## src/rtl/fx_pkg.sv

```systemverilog
package fx_pkg;

  typedef enum logic [0:0] {
    FX_IDLE = 1'b0,
    FX_BUSY = 1'b1
  } fx_state_e;

  function automatic int fx_addr_width(input int depth);
    return (depth > 1) ? $clog2(depth) : 1;
  endfunction

endpackage

```

## src/rtl/fx_rst_norm.sv

```systemverilog
module fx_rst_norm #(
  parameter bit ACTIVE_HIGH = 1'b1
) (
  input  logic rst_in,
  output logic rst
);

  generate
    if (ACTIVE_HIGH) begin : g_high
      assign rst = rst_in;
    end else begin : g_low
      assign rst = ~rst_in;
    end
  endgenerate

endmodule

```

## src/rtl/fx_ctrl.sv

```systemverilog
module fx_ctrl
  import fx_pkg::*;
(
  input  logic clk,
  input  logic rst,
  input  logic start,
  input  logic final_cmp,
  output logic go,
  output logic ready,
  output logic idle,
  output logic done
);

  fx_state_e state_q;
  logic      done_q;

  assign idle  = (state_q == FX_IDLE);
  assign ready = idle;
  assign go    = start && idle;
  assign done  = done_q;

  always_ff @(posedge clk) begin
    if (rst) begin
      state_q <= FX_IDLE;
      done_q  <= 1'b0;
    end else begin
      done_q <= final_cmp;
      unique case (state_q)
        FX_IDLE: if (go)        state_q <= FX_BUSY;
        FX_BUSY: if (final_cmp) state_q <= FX_IDLE;
        default:                state_q <= FX_IDLE;
      endcase
    end
  end

endmodule

```

## src/rtl/fx_addr_gen.sv

```systemverilog
module fx_addr_gen #(
  parameter int FRAME_LEN = 8,
  parameter int ADDR_W    = 3
) (
  input  logic              clk,
  input  logic              rst,
  input  logic              go,
  output logic [ADDR_W-1:0] mem_addr,
  output logic              mem_ce,
  output logic              smp_vld,
  output logic              smp_first,
  output logic              smp_last
);

  localparam logic [ADDR_W-1:0] LAST_ADDR = ADDR_W'(FRAME_LEN - 1);

  logic [ADDR_W-1:0] cnt_q;
  logic              ce_q;

  assign mem_addr = cnt_q;
  assign mem_ce   = ce_q;

  always_ff @(posedge clk) begin
    if (rst) begin
      cnt_q <= '0;
      ce_q  <= 1'b0;
    end else if (go) begin
      cnt_q <= '0;
      ce_q  <= 1'b1;
    end else if (ce_q) begin
      if (cnt_q == LAST_ADDR) begin
        ce_q <= 1'b0;
      end else begin
        cnt_q <= cnt_q + 1'b1;
      end
    end
  end

  // Tags travel alongside the one-cycle memory latency.
  always_ff @(posedge clk) begin
    if (rst) begin
      smp_vld   <= 1'b0;
      smp_first <= 1'b0;
      smp_last  <= 1'b0;
    end else begin
      smp_vld   <= ce_q;
      smp_first <= ce_q && (cnt_q == '0);
      smp_last  <= ce_q && (cnt_q == LAST_ADDR);
    end
  end

endmodule

```

## src/rtl/fx_minmax.sv

```systemverilog
module fx_minmax #(
  parameter int DATA_W = 16
) (
  input  logic              clk,
  input  logic              rst,
  input  logic              smp_vld,
  input  logic              smp_first,
  input  logic              smp_last,
  input  logic [DATA_W-1:0] rdata,
  output logic              final_cmp,
  output logic [DATA_W-1:0] min_out,
  output logic              min_valid,
  output logic [DATA_W-1:0] max_out,
  output logic              max_valid
);

  logic signed [DATA_W-1:0] smp;
  logic signed [DATA_W-1:0] run_min_q, run_max_q;
  logic signed [DATA_W-1:0] nxt_min, nxt_max;
  logic signed [DATA_W-1:0] res_min_q, res_max_q;
  logic                     min_vld_q, max_vld_q;

  assign smp       = $signed(rdata);
  assign final_cmp = smp_vld && smp_last;

  // Strict comparisons: an equal sample leaves the held value in place.
  always_comb begin
    if (smp_first) begin
      nxt_min = smp;
      nxt_max = smp;
    end else begin
      nxt_min = (smp < run_min_q) ? smp : run_min_q;
      nxt_max = (smp > run_max_q) ? smp : run_max_q;
    end
  end

  always_ff @(posedge clk) begin
    if (rst) begin
      run_min_q <= '0;
      run_max_q <= '0;
    end else if (smp_vld) begin
      run_min_q <= nxt_min;
      run_max_q <= nxt_max;
    end
  end

  always_ff @(posedge clk) begin
    if (rst) begin
      res_min_q <= '0;
      res_max_q <= '0;
      min_vld_q <= 1'b0;
      max_vld_q <= 1'b0;
    end else begin
      min_vld_q <= final_cmp;
      max_vld_q <= final_cmp;
      if (final_cmp) begin
        res_min_q <= nxt_min;
        res_max_q <= nxt_max;
      end
    end
  end

  assign min_out   = res_min_q;
  assign max_out   = res_max_q;
  assign min_valid = min_vld_q;
  assign max_valid = max_vld_q;

endmodule

```

## src/rtl/frame_extrema.sv

```systemverilog
module frame_extrema #(
  parameter int       FRAME_LEN       = 8,
  parameter int       DATA_W          = 16,
  parameter bit       RST_ACTIVE_HIGH = 1'b1,
  localparam int      ADDR_W          = fx_pkg::fx_addr_width(FRAME_LEN)
) (
  input  logic              clk,
  input  logic              rst_in,
  input  logic              start,
  output logic              ready,
  output logic              done,
  output logic              idle,
  output logic [ADDR_W-1:0] mem_addr,
  output logic              mem_ce,
  input  logic [DATA_W-1:0] mem_rdata,
  output logic [DATA_W-1:0] min_out,
  output logic              min_valid,
  output logic [DATA_W-1:0] max_out,
  output logic              max_valid
);

  logic rst_hi;
  logic go;
  logic smp_vld, smp_first, smp_last;
  logic final_cmp;

  fx_rst_norm #(.ACTIVE_HIGH(RST_ACTIVE_HIGH)) u_rst (
    .rst_in (rst_in),
    .rst    (rst_hi)
  );

  fx_ctrl u_ctrl (
    .clk       (clk),
    .rst       (rst_hi),
    .start     (start),
    .final_cmp (final_cmp),
    .go        (go),
    .ready     (ready),
    .idle      (idle),
    .done      (done)
  );

  fx_addr_gen #(.FRAME_LEN(FRAME_LEN), .ADDR_W(ADDR_W)) u_addr (
    .clk       (clk),
    .rst       (rst_hi),
    .go        (go),
    .mem_addr  (mem_addr),
    .mem_ce    (mem_ce),
    .smp_vld   (smp_vld),
    .smp_first (smp_first),
    .smp_last  (smp_last)
  );

  fx_minmax #(.DATA_W(DATA_W)) u_cmp (
    .clk       (clk),
    .rst       (rst_hi),
    .smp_vld   (smp_vld),
    .smp_first (smp_first),
    .smp_last  (smp_last),
    .rdata     (mem_rdata),
    .final_cmp (final_cmp),
    .min_out   (min_out),
    .min_valid (min_valid),
    .max_out   (max_out),
    .max_valid (max_valid)
  );

endmodule

```

## config.mk

```make
export PLATFORM = sky130hd
export DESIGN_NAME = frame_extrema
export DESIGN_NICKNAME = d
export VERILOG_FILES = /design/src/rtl/fx_pkg.sv /design/src/rtl/fx_rst_norm.sv /design/src/rtl/fx_ctrl.sv /design/src/rtl/fx_addr_gen.sv /design/src/rtl/fx_minmax.sv /design/src/rtl/frame_extrema.sv
export SDC_FILE = /design/constraint.sdc
export NUM_CORES = 1
export LEC_CHECK = 0
export ABC_AREA = 0
export BUFFER_PORTS_ARGS = -buffer_cell sky130_fd_sc_hd__buf_2
export CAP_MARGIN = 25
export CORE_MARGIN = 1
export CORE_UTILIZATION = 50
export CTS_BUF_LIST = sky130_fd_sc_hd__clkbuf_4
export CTS_CLUSTER_DIAMETER = 100
export CTS_CLUSTER_SIZE = 30
export DETAILED_ROUTE_END_ITERATION = 12
export MAX_ROUTING_LAYER = met4
export PLACE_DENSITY = 0.74
export SYNTH_ARGS = -nofsm -noshare
export SYNTH_HDL_FRONTEND = slang
export SYNTH_HIERARCHICAL = 1
export SYNTH_SLANG_ARGS = --single-unit
```

## constraint.sdc

```tcl
create_clock -name clk -period 2.5 [get_ports clk]
set_input_delay 0.25 -clock clk [delete_from_list [all_inputs] [get_ports clk]]
set_output_delay 0.25 -clock clk [all_outputs]
set_load 0.02 [all_outputs]
```

==> impl_summary.txt <==
----------------------------------------------------
[Worst setup path]
  Critical path depth ... 9
  Kind of cell adding the most delay to the critical path ... simple AND/OR/NAND/NOR gates
  Worst EP arrival ... 2950 ps
  Critical path type ... reg -> reg
  Cells on worst reg2reg path ... 9
  Critical path data required time ... 2860 ps
  Ordered cell list for the critical path ... inv_1 > ha_4 > nand4_1 > or4_4 > o211ai_4 > nor3_2 > a211oi_4 > buf_12 > mux2i_1
  Buffers plus inverters on the worst setup path ... 2
  Crit-path max FO ... 11
  CP max stage cell ... sky130_fd_sc_hd__or4_4
  Slowest Stage Delay on Critical Path ... 630 ps
  Kind of end point of the critical path ... flop
  Critical Path Source Type ... flop

[Global routing]
  Number of antenna violations at the first check in global routing ... 0
  Global-route wire length before repair ... 18000 um
  Pin count of the biggest net entering global routing ... 45
  Vias in the first global route ... 3735
  Aggregate global routing overflow ... 0
  Total routing usage reported by global routing ... 0.271

[Drt]
  Residual DRC ... 0
  Via density per instance ... 5.63
  DR vias ... 3803
  Sum of routed wire length over all layers ... 12000 um
  Number of search-and-repair iterations in the first detailed-routing pass ... 4
  DRT iter0 DRCs ... 221
  Post-route ant nets ... 0
  Final routed wire length divided by cell count ... 17.7 um

[Timing]
  Post-route worst setup slack ... -83.3 ps
  Number of max-slew violations in the final report ... 0
  Transition time at the pin with the least slew margin ... 585 ps
  Fin crit share ... 1.03
  Fmax ... 0.387 GHz
  Setup violations, final ... 23
  Post-layout min period ... 2580 ps
  RSZ-0062 raised after global routing ... yes
  Total negative setup slack ... -851 ps
  Worst hold margin ... 119 ps
  Setup Skew ... 8.25 ps
  Max_slew headroom ... 0.610
  Final-report hold violation count ... 0

[Synthesis]
  Average size of a mapped cell ... 9.39 sq um
  Area of the mapped netlist ... 4310 sq um
  Most common library cells after synthesis ... 74 x sky130_fd_sc_hd__dfxtp_1, 55 x sky130_fd_sc_hd__nor2_1, 49 x sky130_fd_sc_hd__nand2b_1
  Async set-reset flop share out of synthesis ... 0
  Synth area leaders ... sky130_fd_sc_hd__dfxtp_1 34%, sky130_fd_sc_hd__ha_1 9.9%, sky130_fd_sc_hd__mux2i_1 8.4%
  Number of enable flip-flop cells after synthesis ... 0
  Synthesized net count ... 512
  Top cell type's share of synthesized area ... 0.344
  Count of unique library cells instantiated by Yosys ... 55
  Synth Instances ... 459
  Share of synthesized area occupied by flip-flops and latches ... 0.344
  Synthesized flop and latch total ... 74
  Most numerous cell in the Yosys netlist ... sky130_fd_sc_hd__dfxtp_1
  Predominant post-synthesis flop cell ... sky130_fd_sc_hd__dfxtp_1
  YS warnings ... 6
  Cell taking the most area after synthesis ... sky130_fd_sc_hd__dfxtp_1

[Pwr]
  Worst IR drop on VDD ... 0.000281 V
  P_leak ... 2.32 nW
  Pwr per Cell Area ... 464 nW/um^2

[Min path]
  Hold Path Depth ... 3
  Worst Hold Class ... in -> reg

[Place]
  Pre-CTS WS ... -115 ps
  DPL Wire Length ... 8140 um
  Post-place instance area ... 5100 sq um
  Count of input and output buffers ... 59
  Weighted congestion reported at the end of routability-driven placement ... 0.820

[Layout]
  Area growth from synthesis to layout ... 31.4%
  N_diodes ... 0
  Final core utilization ... 0.683
  Fraction of layout instances using a drive strength above 1 ... 0.406
  Layout fillers ... 653
  Design area ... 5670 sq um
  Number of nets in the final layout ... 619

[Status]
  Failing checks ... negative setup slack
  Status ... finished with violations

[Clock network]
  Number of clock sinks ... 74
  CTS H-tree lvls ... 3
  Clock-pin slew on the worst setup and hold paths ... 130 ps
  Cts bufs inserted ... 9
  CTS tree ... yes
  Clk Latency, worst-skew pair ... 430 ps
  Clock root buffer master ... sky130_fd_sc_hd__clkbuf_4
  Count of hold buffers inserted by post-cts repair ... 0
  Maximum number of buffers from clock root to sink ... 2

[Floorplan]
  Initial core utilization ... 0.520
  Die boundary height ... 94.9 um
  Core Region ... 8300 sq um
  Die area ... 9000 sq um
  Die width ... 94.9 um
  Core Rows ... 33
  Boundary Pins ... 60

[Flow run]
  Max Cap Viol ... 0

----------------------------------------------------
## flip-flops by register name, summed over array words and instances, names as in the netlist
signal,flops
u_addr/smp_last,1
u_cmp/max_valid,1
u_cmp/max_out,16
u_addr/smp_first,1
u_cmp/run_max_q,16
u_cmp/run_min_q,16
u_addr/mem_addr,3
u_ctrl/done,1
u_cmp/min_out,16
u_addr/smp_vld,1
u_ctrl/state_q,1
u_addr/mem_ce,1
## cell usage in the layout, fill, tap and decap left out, types with 3 or more instances in the layout
cell type	instances
sky130_fd_sc_hd__and4_1	3
sky130_fd_sc_hd__nand4_1	19
sky130_fd_sc_hd__a311oi_1	6
sky130_fd_sc_hd__o31ai_1	6
sky130_fd_sc_hd__dfxtp_2	15
sky130_fd_sc_hd__nor3_2	4
sky130_fd_sc_hd__ha_4	14
sky130_fd_sc_hd__nor2b_1	3
sky130_fd_sc_hd__o31ai_2	10
sky130_fd_sc_hd__ha_1	18
sky130_fd_sc_hd__buf_2	59
sky130_fd_sc_hd__a21oi_1	9
sky130_fd_sc_hd__inv_1	33
sky130_fd_sc_hd__buf_4	56
sky130_fd_sc_hd__nand2b_1	49
sky130_fd_sc_hd__a311oi_2	10
sky130_fd_sc_hd__a21o_1	6
sky130_fd_sc_hd__buf_12	5
sky130_fd_sc_hd__buf_6	5
sky130_fd_sc_hd__o221a_1	5
sky130_fd_sc_hd__mux2i_1	34
sky130_fd_sc_hd__nor3_1	3
sky130_fd_sc_hd__clkbuf_4	9
sky130_fd_sc_hd__dfxtp_1	59
sky130_fd_sc_hd__nand2_1	9
sky130_fd_sc_hd__o221a_2	10
sky130_fd_sc_hd__nor2_1	55
sky130_fd_sc_hd__inv_2	5
sky130_fd_sc_hd__clkinv_1	4
## where the power goes
part / internal (mW) / total, mW / switching, mW
clock network: 0.404 / 0.850 / 0.446
registers: 1.21 / 1.23 / 0.0202
logic: 0.255 / 0.551 / 0.296
total: 1.86 / 2.63 / 0.762
## worst register-to-register path: cells and delay by family (launching register included)
| family | cells | cell delay [ps] |
|---|---|---|
| compound gates | 2 | 540 |
| simple gates | 3 | 870 |
| mux | 1 | 220 |
| flops | 1 | 360 |
| buf+inv | 2 | 260 |
| fa+ha+maj | 1 | 270 |
## metrics by stage
stage | total power, mW | cells
after global routing | 2.75 | 676
after floorplan | 1.54 | 459
final | 2.63 | 676
after global placement | 1.71 | 648
after detailed placement | 1.72 | 648
after CTS | 2.57 | 665
## what timing repair did
action | 4_1_cts | 5_1_grt
setup endpoints to repair | 32 | 62
setup buffers | 1 | 8
gates cloned | 0 | 3
gates resized for setup | 4 | 48
pin swaps | 5 | 33
## metal layers
layer | up-vias | track usage | part of all wire
met5 | - | - | 0
met4 | 0 | 0.135 | 0.038
met3 | 28 | 0.0507 | 0.040
met1 | 1821 | 0.313 | 0.43
met2 | 94 | 0.447 | 0.49
li1 | 1860 | - | -
## kinds of logic (layout without fill, tap and decap cells)
kind of cell,after synthesis,count (layout),synth area share
buffers and inverters,71,183,0.0740
AND/OR/NAND/NOR,158,158,0.199
XOR/XNOR,1,1,0.00203
multiplexers,36,36,0.0836
AO/OA/AOI/OAI,85,85,0.199
adder cells (fa/ha/maj),34,34,0.0987
flip-flops,74,74,0.344
## worst paths after layout
path	start	to	slack (ps)
worst max-delay path	u_cmp/run_max_q[5]	u_cmp/run_max_q[10]	-80
worst min-delay path	start	u_ctrl/state_q	120
worst max register to register	u_cmp/run_max_q[5]	u_cmp/run_max_q[10]	-80
worst min register to register	u_cmp/run_min_q[9]	u_cmp/run_min_q[9]	500
## cell type report
class	instances	area (sq um)	area share
inverter	40	150	0.0265
timing repair buffer	127	922	0.163
clock buffer	9	67.6	0.0119
tap	105	131	0.0232
sequential	74	1500	0.265
multi-input combinational	314	2800	0.494
clock inverter	7	92.6	0.0163
Power figures use the tool's default switching activity.
